===== src/rtl/irqfc_pkg.sv =====
// Shared constants for the interrupt flag controller: register widths,
// register-select codes and the flag bit map.
package irqfc_pkg;
    localparam int REG_W  = 8;
    localparam int SRC_W  = REG_W - 1;
    localparam int LINE_N = 4;

    localparam logic SEL_FLAG = 1'b0;
    localparam logic SEL_ENAB = 1'b1;

    localparam int FB_A2  = 0;
    localparam int FB_A1  = 1;
    localparam int FB_SH  = 2;
    localparam int FB_B2  = 3;
    localparam int FB_B1  = 4;
    localparam int FB_T2  = 5;
    localparam int FB_T1  = 6;
endpackage


===== src/rtl/irqfc_edge.sv =====
// Edge detector with per-line polarity selection.
// Assumes the inputs are already synchronous to clk. The previous level
// register is loaded during reset too, so a level held through reset
// produces no edge when reset is released.
module irqfc_edge #(
    parameter int N = 4
) (
    input  logic         clk,
    input  logic         rst_n,
    input  logic [N-1:0] lvl,
    input  logic [N-1:0] pol,
    output logic [N-1:0] hit
);
    logic [N-1:0] prev;

    // Track last sampled level; reset also tracks to avoid a false edge.
    always_ff @(posedge clk) begin
        prev <= lvl;
    end

    for (genvar i = 0; i < N; i++) begin : g_line
        assign hit[i] = (lvl[i] ^ prev[i]) & ~(lvl[i] ^ pol[i]);

        // a detected edge implies the level actually moved since last cycle
        a_r7_edge_needs_change: assert property (@(posedge clk) disable iff (!rst_n)
            hit[i] |-> (lvl[i] != $past(lvl[i])));
    end
endmodule


===== src/rtl/irqfc_flags.sv =====
// Flag register: sticky bits with per-bit set and clear, set has priority.
// Assumes set_vec and clr_vec are single-cycle strobes from the parent.
module irqfc_flags #(
    parameter int W = 7
) (
    input  logic         clk,
    input  logic         rst_n,
    input  logic [W-1:0] set_vec,
    input  logic [W-1:0] clr_vec,
    output logic [W-1:0] flags
);
    // Update flags: clear first, then OR in sets so a set wins.
    always_ff @(posedge clk) begin
        if (!rst_n) flags <= '0;
        else        flags <= (flags & ~clr_vec) | set_vec;
    end

    for (genvar i = 0; i < W; i++) begin : g_chk
        // a set in the same cycle as a clear leaves the flag set
        a_r10_set_wins: assert property (@(posedge clk) disable iff (!rst_n)
            set_vec[i] |=> flags[i]);
        // a clear without a set drops the flag
        a_r6_clear_drops: assert property (@(posedge clk) disable iff (!rst_n)
            (clr_vec[i] && !set_vec[i]) |=> !flags[i]);
        // without a clear a pending flag stays pending
        a_r6_flag_sticky: assert property (@(posedge clk) disable iff (!rst_n)
            (flags[i] && !clr_vec[i]) |=> flags[i]);
    end
endmodule


===== src/rtl/irqfc_enables.sv =====
// Enable register written in set/clear fashion: the top data bit picks
// whether the low bits are ORed in or cleared out.
// Assumes wdata is stable in the cycle wr is high.
module irqfc_enables #(
    parameter int W = 7
) (
    input  logic         clk,
    input  logic         rst_n,
    input  logic         wr,
    input  logic [W:0]   wdata,
    output logic [W-1:0] en
);
    // Apply set-mode or clear-mode write to the enables.
    always_ff @(posedge clk) begin
        if (!rst_n)       en <= '0;
        else if (wr) begin
            if (wdata[W]) en <= en | wdata[W-1:0];
            else          en <= en & ~wdata[W-1:0];
        end
    end

    // set-mode write leaves every written bit enabled
    a_r2_set_mode: assert property (@(posedge clk) disable iff (!rst_n)
        (wr && wdata[W]) |=> ((en & $past(wdata[W-1:0])) == $past(wdata[W-1:0])));
    // clear-mode write leaves every written bit disabled
    a_r3_clear_mode: assert property (@(posedge clk) disable iff (!rst_n)
        (wr && !wdata[W]) |=> ((en & $past(wdata[W-1:0])) == '0));
    // enables hold when not written
    a_r3_idle_hold: assert property (@(posedge clk) disable iff (!rst_n)
        !wr |=> $stable(en));
endmodule


===== src/rtl/irq_flag_ctrl.sv =====
// Interrupt flag controller top: maps control-line edges, shift and timer
// pulses onto flag bits, decodes the register port, and forms the request.
// Assumes all inputs are synchronous to clk; reg_rdata is combinational.
module irq_flag_ctrl
    import irqfc_pkg::*;
(
    input  logic             clk,
    input  logic             rst_n,
    input  logic             ctl_a1,
    input  logic             ctl_a2,
    input  logic             ctl_b1,
    input  logic             ctl_b2,
    input  logic [LINE_N-1:0] ctl_pol,
    input  logic             shift_done,
    input  logic             shift_rd,
    input  logic             tmr1_done,
    input  logic             tmr2_done,
    input  logic             reg_wr,
    input  logic             reg_sel,
    input  logic [REG_W-1:0] reg_wdata,
    output logic [REG_W-1:0] reg_rdata,
    output logic             irq
);
    logic [LINE_N-1:0] line_lvl;
    logic [LINE_N-1:0] line_hit;
    logic [SRC_W-1:0]  set_vec;
    logic [SRC_W-1:0]  clr_vec;
    logic [SRC_W-1:0]  flags;
    logic [SRC_W-1:0]  enab;
    logic              pending;

    assign line_lvl = {ctl_b1, ctl_b2, ctl_a1, ctl_a2};

    irqfc_edge #(.N(LINE_N)) edge_i (
        .clk  (clk),
        .rst_n(rst_n),
        .lvl  (line_lvl),
        .pol  (ctl_pol),
        .hit  (line_hit)
    );

    // Route every source onto its flag bit.
    always_comb begin
        set_vec         = '0;
        set_vec[FB_A2]  = line_hit[0];
        set_vec[FB_A1]  = line_hit[1];
        set_vec[FB_B2]  = line_hit[2];
        set_vec[FB_B1]  = line_hit[3];
        set_vec[FB_SH]  = shift_done;
        set_vec[FB_T2]  = tmr2_done;
        set_vec[FB_T1]  = tmr1_done;
    end

    // Gather clears from flag-register writes and shift data reads.
    always_comb begin
        clr_vec = '0;
        if (reg_wr && (reg_sel == SEL_FLAG)) clr_vec = reg_wdata[SRC_W-1:0];
        if (shift_rd)                       clr_vec[FB_SH] = 1'b1;
    end

    irqfc_flags #(.W(SRC_W)) flags_i (
        .clk    (clk),
        .rst_n  (rst_n),
        .set_vec(set_vec),
        .clr_vec(clr_vec),
        .flags  (flags)
    );

    irqfc_enables #(.W(SRC_W)) enab_i (
        .clk  (clk),
        .rst_n(rst_n),
        .wr   (reg_wr && (reg_sel == SEL_ENAB)),
        .wdata(reg_wdata),
        .en   (enab)
    );

    assign pending = |(flags & enab);
    assign irq     = pending;

    // Read mux with synthesized top bit.
    always_comb begin
        if (reg_sel == SEL_ENAB) reg_rdata = {1'b1, enab};
        else                     reg_rdata = {pending, flags};
    end

    // flag read top bit agrees with the request line
    a_r5_top_bit_irq: assert property (@(posedge clk) disable iff (!rst_n)
        (reg_sel == SEL_FLAG) |-> (reg_rdata[REG_W-1] == irq));
    // enable read always shows the top bit
    a_r4_enab_top: assert property (@(posedge clk) disable iff (!rst_n)
        (reg_sel == SEL_ENAB) |-> reg_rdata[REG_W-1]);
    // with no enables the request stays low
    a_r1_masked_quiet: assert property (@(posedge clk) disable iff (!rst_n)
        (enab == '0) |-> !irq);
    // a shift-done pulse leaves the shift flag set
    a_r8_shift_sets: assert property (@(posedge clk) disable iff (!rst_n)
        shift_done |=> flags[FB_SH]);
endmodule


===== config.mk =====
export PLATFORM = sky130hd
export DESIGN_NAME = irq_flag_ctrl
export DESIGN_NICKNAME = d
export VERILOG_FILES = /design/src/rtl/irqfc_pkg.sv /design/src/rtl/irqfc_edge.sv /design/src/rtl/irqfc_flags.sv /design/src/rtl/irqfc_enables.sv /design/src/rtl/irq_flag_ctrl.sv
export SDC_FILE = /design/constraint.sdc
export NUM_CORES = 1
export LEC_CHECK = 0
export BUFFER_PORTS_ARGS = -buffer_cell sky130_fd_sc_hd__buf_2
export CAP_MARGIN = 20
export CORE_MARGIN = 5
export CORE_UTILIZATION = 47
export DETAILED_ROUTE_END_ITERATION = 7
export GPL_TIMING_DRIVEN = 0
export MAX_ROUTING_LAYER = met4
export PLACE_DENSITY = 0.75
export SETUP_SLACK_MARGIN = 0.02
export SKIP_LAST_GASP = 1
export SLEW_MARGIN = 20
export SYNTH_ARGS = -nofsm -noshare
export SYNTH_HDL_FRONTEND = slang
export SYNTH_HIERARCHICAL = 1
export SYNTH_SLANG_ARGS = --single-unit
export TNS_END_PERCENT = 100

===== constraint.sdc =====
create_clock -name clk -period 1.57 [get_ports clk]
set_input_delay 0.471 -clock clk [delete_from_list [all_inputs] [get_ports clk]]
set_output_delay 0.471 -clock clk [all_outputs]
set_load 0.005 [all_outputs]

## After elaboration in Yosys (flattened, before gate mapping)

Cells that the tools add are included.

| cells by class | value |
|---|---|
| muxes and demuxes | 4 |
| bitwise logic cells | 24 |
| reductions and logical operators | 3 |

Operator list:

| operator | count |
|---|---|
| AND 7 bit | 3 |
| two-way mux 7 bit | 2 |
| NOT 7 bit | 2 |
| bitwise OR 7 bit | 2 |
| two-way mux 8 bit | 1 |
| XOR 1 bit | 8 |
| OR reduction 7 bit | 1 |
| NOT 1 bit | 5 |
| AND 1 bit | 4 |
| logical AND 1 bit | 2 |
| two-way mux 1 bit | 1 |

| word-level totals | value |
|---|---|
| flip-flop bits (word level) | 18 |
| bits of input ports | 24 |
| output and inout port bits | 9 |
| word-level logic and storage cells | 34 |

## Longest topological paths before layout

Gate-level depths: netlist of run 1.

| logic depth | value |
|---|---|
| depth after elaboration | 7 |
| mapped depth | 5 |
| mapped depth without buffers | 4 |

## Hierarchy

The synthesis of run 1 kept the hierarchy.

By module, submodules not included:

| module | instances | cells an instance | area an instance (µm²) | sequential area each (µm²) |
|---|---|---|---|---|
| irqfc_enables | 1 | 30 | 274.0 | 140.1 |
| irqfc_flags | 1 | 21 | 236.5 | 140.1 |
| irq_flag_ctrl | 1 | 22 | 182.7 | 0.0 |
| irqfc_edge | 1 | 16 | 170.2 | 80.1 |

## Worst setup path before layout of run 1

No wires, ideal clock.

| path | value |
|---|---|
| path kind | input to output |
| start | input port reg_sel |
| end | output port reg_rdata[0] |
| data arrival time | 1.001 ns |
| slack | 0.098 ns |
| stages on the path | 2 |
| path buffers | 1 |
| path through | buf_2 -> mux2_2 |

| between the ends | value |
|---|---|
| longest elaborated chain between the ends | 1 |

Ends and longest elaborated chain:

| item | line | text |
|---|---|---|
| start, declared | irq_flag_ctrl.sv:19 | `input logic reg_sel,` |
| two-way mux 8 bit | irq_flag_ctrl.sv:82 | `if (reg_sel == SEL_ENAB) reg_rdata = {1'b1, enab};` |
| end, declared | irq_flag_ctrl.sv:21 | `output logic [REG_W-1:0] reg_rdata,` |

No other way between the ends.

==> results.toml, run 1 <==
[outcome]
status = "finished, violations left"
violations = "negative setup slack"

[power]
ir_worst_vdd_mv = 0.696
powerDensity_nw_per_um2 = 846
power.total_mw = 0.935
power.leakage_nw = 0.541

[synthesis]
synth_top_cell_by_area = "dfxtp_1"
syn_nets = 113
synth_cell_types = 17
seq_area_frac_synth = 0.417
synth_edf_count = 0
synth-main-ff-cell = "dfxtp_1"
syn_inst = 89
netlist.area_leader.share = 0.417
async_flop_share = 0
syn_area_per_cell_um2 = 9.70
yosys-top-cells-area = "dfxtp_1, mux2_2, mux2i_1, nand2_1, o21a_1"
ys.warnings.count = 6
ys_ff_latch = 18
synth_area_um2 = 863

[sta]
worstMarginPinSlew_ns = 0.307
hold_slack_ns = 0.289
finalCritPeriodShare = 1.16
slew_headroom = 0.794
setup_slack_ns = -0.258
hold_violations = 0
rsz0062_at_grt = "true"
fin_crit_ns = 1.83
setup-violations-final = 2
max_freq_mhz = 547
finClkSkew_ns = 0.00984
finalMaxSlewViolations = 0

[drt]
avgRoutedWirePerCell_um = 12.7
dr.pass1.iters = 4
routed_wl_mm = 1.91
drtAntennaViolNets = 0
drt_iter0_drc = 6
viasPerCell = 5.00
drcViolationCount = 0
vias = 750

[die]
die_x_um = 52.9
start_util = 0.495
fp.dieH_um = 52.9
io_pins = 33
dieArea_um2 = 2790
num_rows = 15
core_um2 = 1750

[global_routing]
grt_overflow = 0
grt_pass1_vias = 723
grt_pass1_wl_mm = 3.04
grt_max_degree = 11
gr-usage-all-layers = 0.152
antenna_found_initial = 0

[worst_setup_path]
slowest_stage = "dfxtp_2"
path_class = "flop to primary output"
critPathBufInv = 2
path_max_fanout = 3
start_kind = "flop"
cp-end-kind = "primary output"
cp_cell_sequence = "a222oi_1, buf_4, nand4b_1, buf_2"
crit_path_end = "reg_rdata[7]"
reg2reg_to = "flags_i/flags[4]"
cpPeakStageDelay_ns = 0.34
crit_required_ns = 1.10
r2r_slack_ns = 0.81
crit_arrival_ns = 1.36
crit_cells = 4
r2r-start = "edge_i/prev[3]"
path_delay_family = "flip-flops"
reg2reg_depth = 3

[worst_hold_path]
hp-class = "primary input to flop"

[cts]
cts_tree = "done"
cts.clk_slew.worst_paths_ns = 0.11
htreeDepth = 1
cts_made_buffers = 3
clk_latency_ns = 0.29
cts-root-buf = "clkbuf_4"
cts_sinks = 18
postCtsHoldBufs = 0
clock_path_buffers = 2

[place]
dp_slack_ns = -0.0967
place_area_um2 = 1050
gp_congestion = 0.703
dp_hpwl_mm = 1.48
place_inst = 145
io_buffers = 31

[finish]
fin_area_um2 = 1110
fin_nets = 150
area_delta_synth_final_pct = 28.1
n_fill_cell = 161
antenna_cells = 0
drive_above_1_share = 0.424
final_cells = 150

[job]
maxCapViolCount = 0
-- cells in the final DEF (no fill, tap or decap) --
cell type,netlist,final
o22ai_2,4,4
mux2i_1,7,7
clkbuf_4,0,3
nand2b_1,4,4
nand3_1,1,1
nand2_1,18,18
a21o_1,1,1
buf_2,2,32
a22oi_1,2,2
nor2b_2,1,1
mux2_2,7,7
and2_1,7,7
dfxtp_2,0,2
o21a_1,7,7
a222oi_1,1,1
nand4b_1,1,1
clkbuf_8,0,1
buf_4,0,1
buf_8,0,1
nor2b_1,7,7
dfxtp_1,18,16
nand2_2,1,1
-- report_power, final --
group          internal, mW  switching [mW]  total [mW]
clock                 0.141           0.146       0.287
sequential            0.482          0.0168       0.499
combinational        0.0857          0.0636       0.149
-- cells by family after synthesis --
kind of cell / Yosys count / synth area share
simple gates: 40 / 0.242
mux: 14 / 0.172
buf+inv: 2 / 0.0116
compound gates: 15 / 0.157
flops: 18 / 0.417
-- layout make-up --
cell class              count  area (µm²)  area share
clock buffers               4        36.3      0.0328
multi-input cells          69         493       0.446
flip-flops and latches     18         363       0.328
plain buffers               2        20.0      0.0181
repair buffers             32         163       0.147
well taps                  25        31.3      0.0283
-- routing by layer --
layer	global-route usage	wire length, µm
met3	0.0169	96
met1	0.174	844
met5	-	0
met2	0.262	954
met4	0.0766	13
-- per-stage QoR --
stage	setup TNS, ns	util
2_1_floorplan	0	-
3_3_place_gp	-0.483	0.601
3_5_place_dp	-0.580	0.601
4_1_cts	-0.490	0.631
5_1_grt	-0.655	0.634
6_report	-0.490	0.634
-- worst min path at each step --
stage,from,endpoint,cells after the start
3_5_place_dp,flop,flop,2
2_1_floorplan,flop,flop,2
4_1_cts,ctl_b2,edge_i/prev[2],1
6_report,ctl_b2,edge_i/prev[2],1
3_3_place_gp,flop,flop,2
5_1_grt,ctl_b2,edge_i/prev[2],1
-- cell usage after synthesis, types with 2 or more instances --
cell type,n
buf_2,2
nor2b_1,7
a22oi_1,2
nand2_1,18
mux2i_1,7
mux2_2,7
nand2b_1,4
o22ai_2,4
o21a_1,7
and2_1,7
dfxtp_1,18
-- what timing repair did --
item / CTS / global route
pin swaps: 1 / 1
gates resized for setup: 3 / 2
gates cloned: 0 / 0
endpoints found under the setup margin: 9 / 7
buffers inserted: 1 / 0
Power figures use the tool's default switching activity.
==> run 2, diff against run 1 <==
--- a/config.mk
+++ b/config.mk
@@ -11,7 +11,6 @@
 export CORE_UTILIZATION = 47
 export DETAILED_ROUTE_END_ITERATION = 7
 export GPL_TIMING_DRIVEN = 0
-export MAX_ROUTING_LAYER = met4
 export PLACE_DENSITY = 0.75
 export SETUP_SLACK_MARGIN = 0.02
 export SKIP_LAST_GASP = 1
==> constraint.sdc (replaced) <==
create_clock -name clk -period 1.57 [get_ports clk]
set_input_delay 0.157 -clock clk [delete_from_list [all_inputs] [get_ports clk]]
set_output_delay 0.157 -clock clk [all_outputs]
set_load 0.005 [all_outputs]
==> run 2 against run 1 <==
Compared with the run above:
- the flow now finishes without violations
- setup slack improved by 0.31 ns
- fmax grew 20%
- global-route usage up 0.15 points
- worst hold slack got worse by 0.23 ns
- die area did not move
- first-iteration DRC count is 83% higher
- total power is 0.38% higher
- sequential share of layout area shrank 0.94 points
- via count rose by 2.3%
- non-clock buffer count grew 4
- critical path depth is the same
- routed wire length increased by 1.6%
- critical path type unchanged
- largest power group unchanged
==> results.toml, run 2 (synthesis results as in run 1) <==
[outcome]
status = "finished clean"

[finish]
fin_nets = 154
area_delta_synth_final_pct = 31.4
drive_above_1_share = 0.403
fin_area_um2 = 1130
n_fill_cell = 153
final_cell_mix = "buf_2, nand2_1, dfxtp_1"
layout_commonest_cell = "buf_2"
antenna_cells = 0

[power]
powerDensity_nw_per_um2 = 827
power.leakage_nw = 0.554
ir_worst_vdd_mv = 0.696

[sta]
finalCritPeriodShare = 0.967
hold_violations = 0
rsz0062_at_grt = "true"
worstMarginPinSlew_ns = 0.302
finalMaxSlewViolations = 0
setup-violations-final = 0
slew_headroom = 0.798
max_freq_mhz = 659
fin_crit_ns = 1.52
setup_slack_ns = 0.0520
finClkSkew_ns = 0.00943

[worst_setup_path]
path_max_fanout = 3
start_kind = "flop"
cp-end-kind = "primary output"
path_class = "flop to primary output"
r2r_slack_ns = 0.81
crit_arrival_ns = 1.36
reg2reg_to = "flags_i/flags[4]"
r2r-start = "edge_i/prev[3]"
reg2reg_depth = 3
crit_required_ns = 1.41

[drt]
dr.pass1.iters = 4
vias = 767
drtAntennaViolNets = 0
topRoutingLayerUsed = "met4"
viasPerCell = 4.98
dr_wl_met3_um = 92
drcViolationCount = 0
avgRoutedWirePerCell_um = 12.6
routed_wl_mm = 1.94
dr_wl_met2_um = 961
route.layer.met1.wl_um = 871
drt_iter0_drc = 11

[place]
dp_slack_ns = 0.340
dp_hpwl_mm = 1.48
place_area_um2 = 1050
gp_congestion = 0.696
io_buffers = 31

[cts]
cts_made_buffers = 3
cts-root-buf = "clkbuf_4"
htreeDepth = 1
clock_path_buffers = 2
cts_sinks = 18
cts_tree = "done"
clk_latency_ns = 0.29
cts.clk_slew.worst_paths_ns = 0.11

[die]
core_um2 = 1750
dieArea_um2 = 2790
num_rows = 15
fp.dieH_um = 52.9
die_x_um = 52.9
start_util = 0.495
io_pins = 33

[global_routing]
antenna_found_initial = 0
grt_pass1_vias = 747
grt_max_degree = 11
grt_overflow = 0
gr-usage-all-layers = 0.154
grt_pass1_wl_mm = 3.15

[job]
maxCapViolCount = 0

[worst_hold_path]
hold_path.startpoint = "shift_done"
holdPathEnd = "flags_i/flags[2]"
hp-class = "primary input to flop"
whs_path_depth = 2
## run 2: how the worst max path moves through the flow
stage / to / slack, ns / cells after the start
6_report: reg_rdata[7] / 0.05 / 4
2_1_floorplan: reg_rdata[7] / 0.60 / 2
3_5_place_dp: reg_rdata[7] / 0.34 / 3
4_1_cts: reg_rdata[7] / 0.05 / 4
5_1_grt: reg_rdata[7] / -0.03 / 4
3_3_place_gp: reg_rdata[7] / 0.37 / 3
## run 2: what timing repair did
item	CTS	global route
gates resized for setup	0	1
buffers inserted	1	0
endpoints found under the setup margin	1	2
pin swaps	1	1
hold buffers	4	0
gates cloned	0	0
endpoints found under the hold margin	4	0
## run 2: through the flow
| stage | utilization | instances | setup TNS (ns) | hold WS, ns | power [mW] |
|---|---|---|---|---|---|
| finish | 0.650 | 154 | 0 | 0.0621 | 0.939 |
| global route | 0.650 | 154 | -0.0337 | 0.0637 | 0.988 |
| CTS | 0.649 | 154 | 0 | 0.0549 | 0.950 |
| detailed placement | 0.601 | 145 | 0 | 0.284 | 0.657 |
| global placement | 0.601 | 145 | 0 | 0.280 | 0.651 |
| floorplan | - | 89 | 0 | 0.185 | 0.589 |
## run 2: layout make-up
type	count	area, µm²	area share
clock buffer	4	36.3	0.0320
timing repair buffer	36	203	0.179
sequential	18	362	0.319
tap	25	31.3	0.0276
multi-input combinational	69	493	0.434
buffer	2	10.0	0.00882
## run 2: power breakdown
group | internal (mW) | total (mW) | leakage [nW] | switching [mW]
Sequential | 0.482 | 0.499 | 0.149 | 0.0168
Combinational | 0.0894 | 0.155 | 0.384 | 0.0653
Clock | 0.141 | 0.285 | 0.0210 | 0.144
Total | 0.713 | 0.939 | 0.554 | 0.226
## run 2: metal layers
metal	track usage	vias up
li1	-	392
met1	0.187	357
met2	0.267	16
met3	0.0169	2
met4	0.0766	0
met5	0	-
## run 2: critical path, cell delays in order, from the launching register on
cell and delay [ns]:
dfxtp_2 0.34, a222oi_1 0.32, buf_4 0.18, nand4b_1 0.09, buf_2 0.14
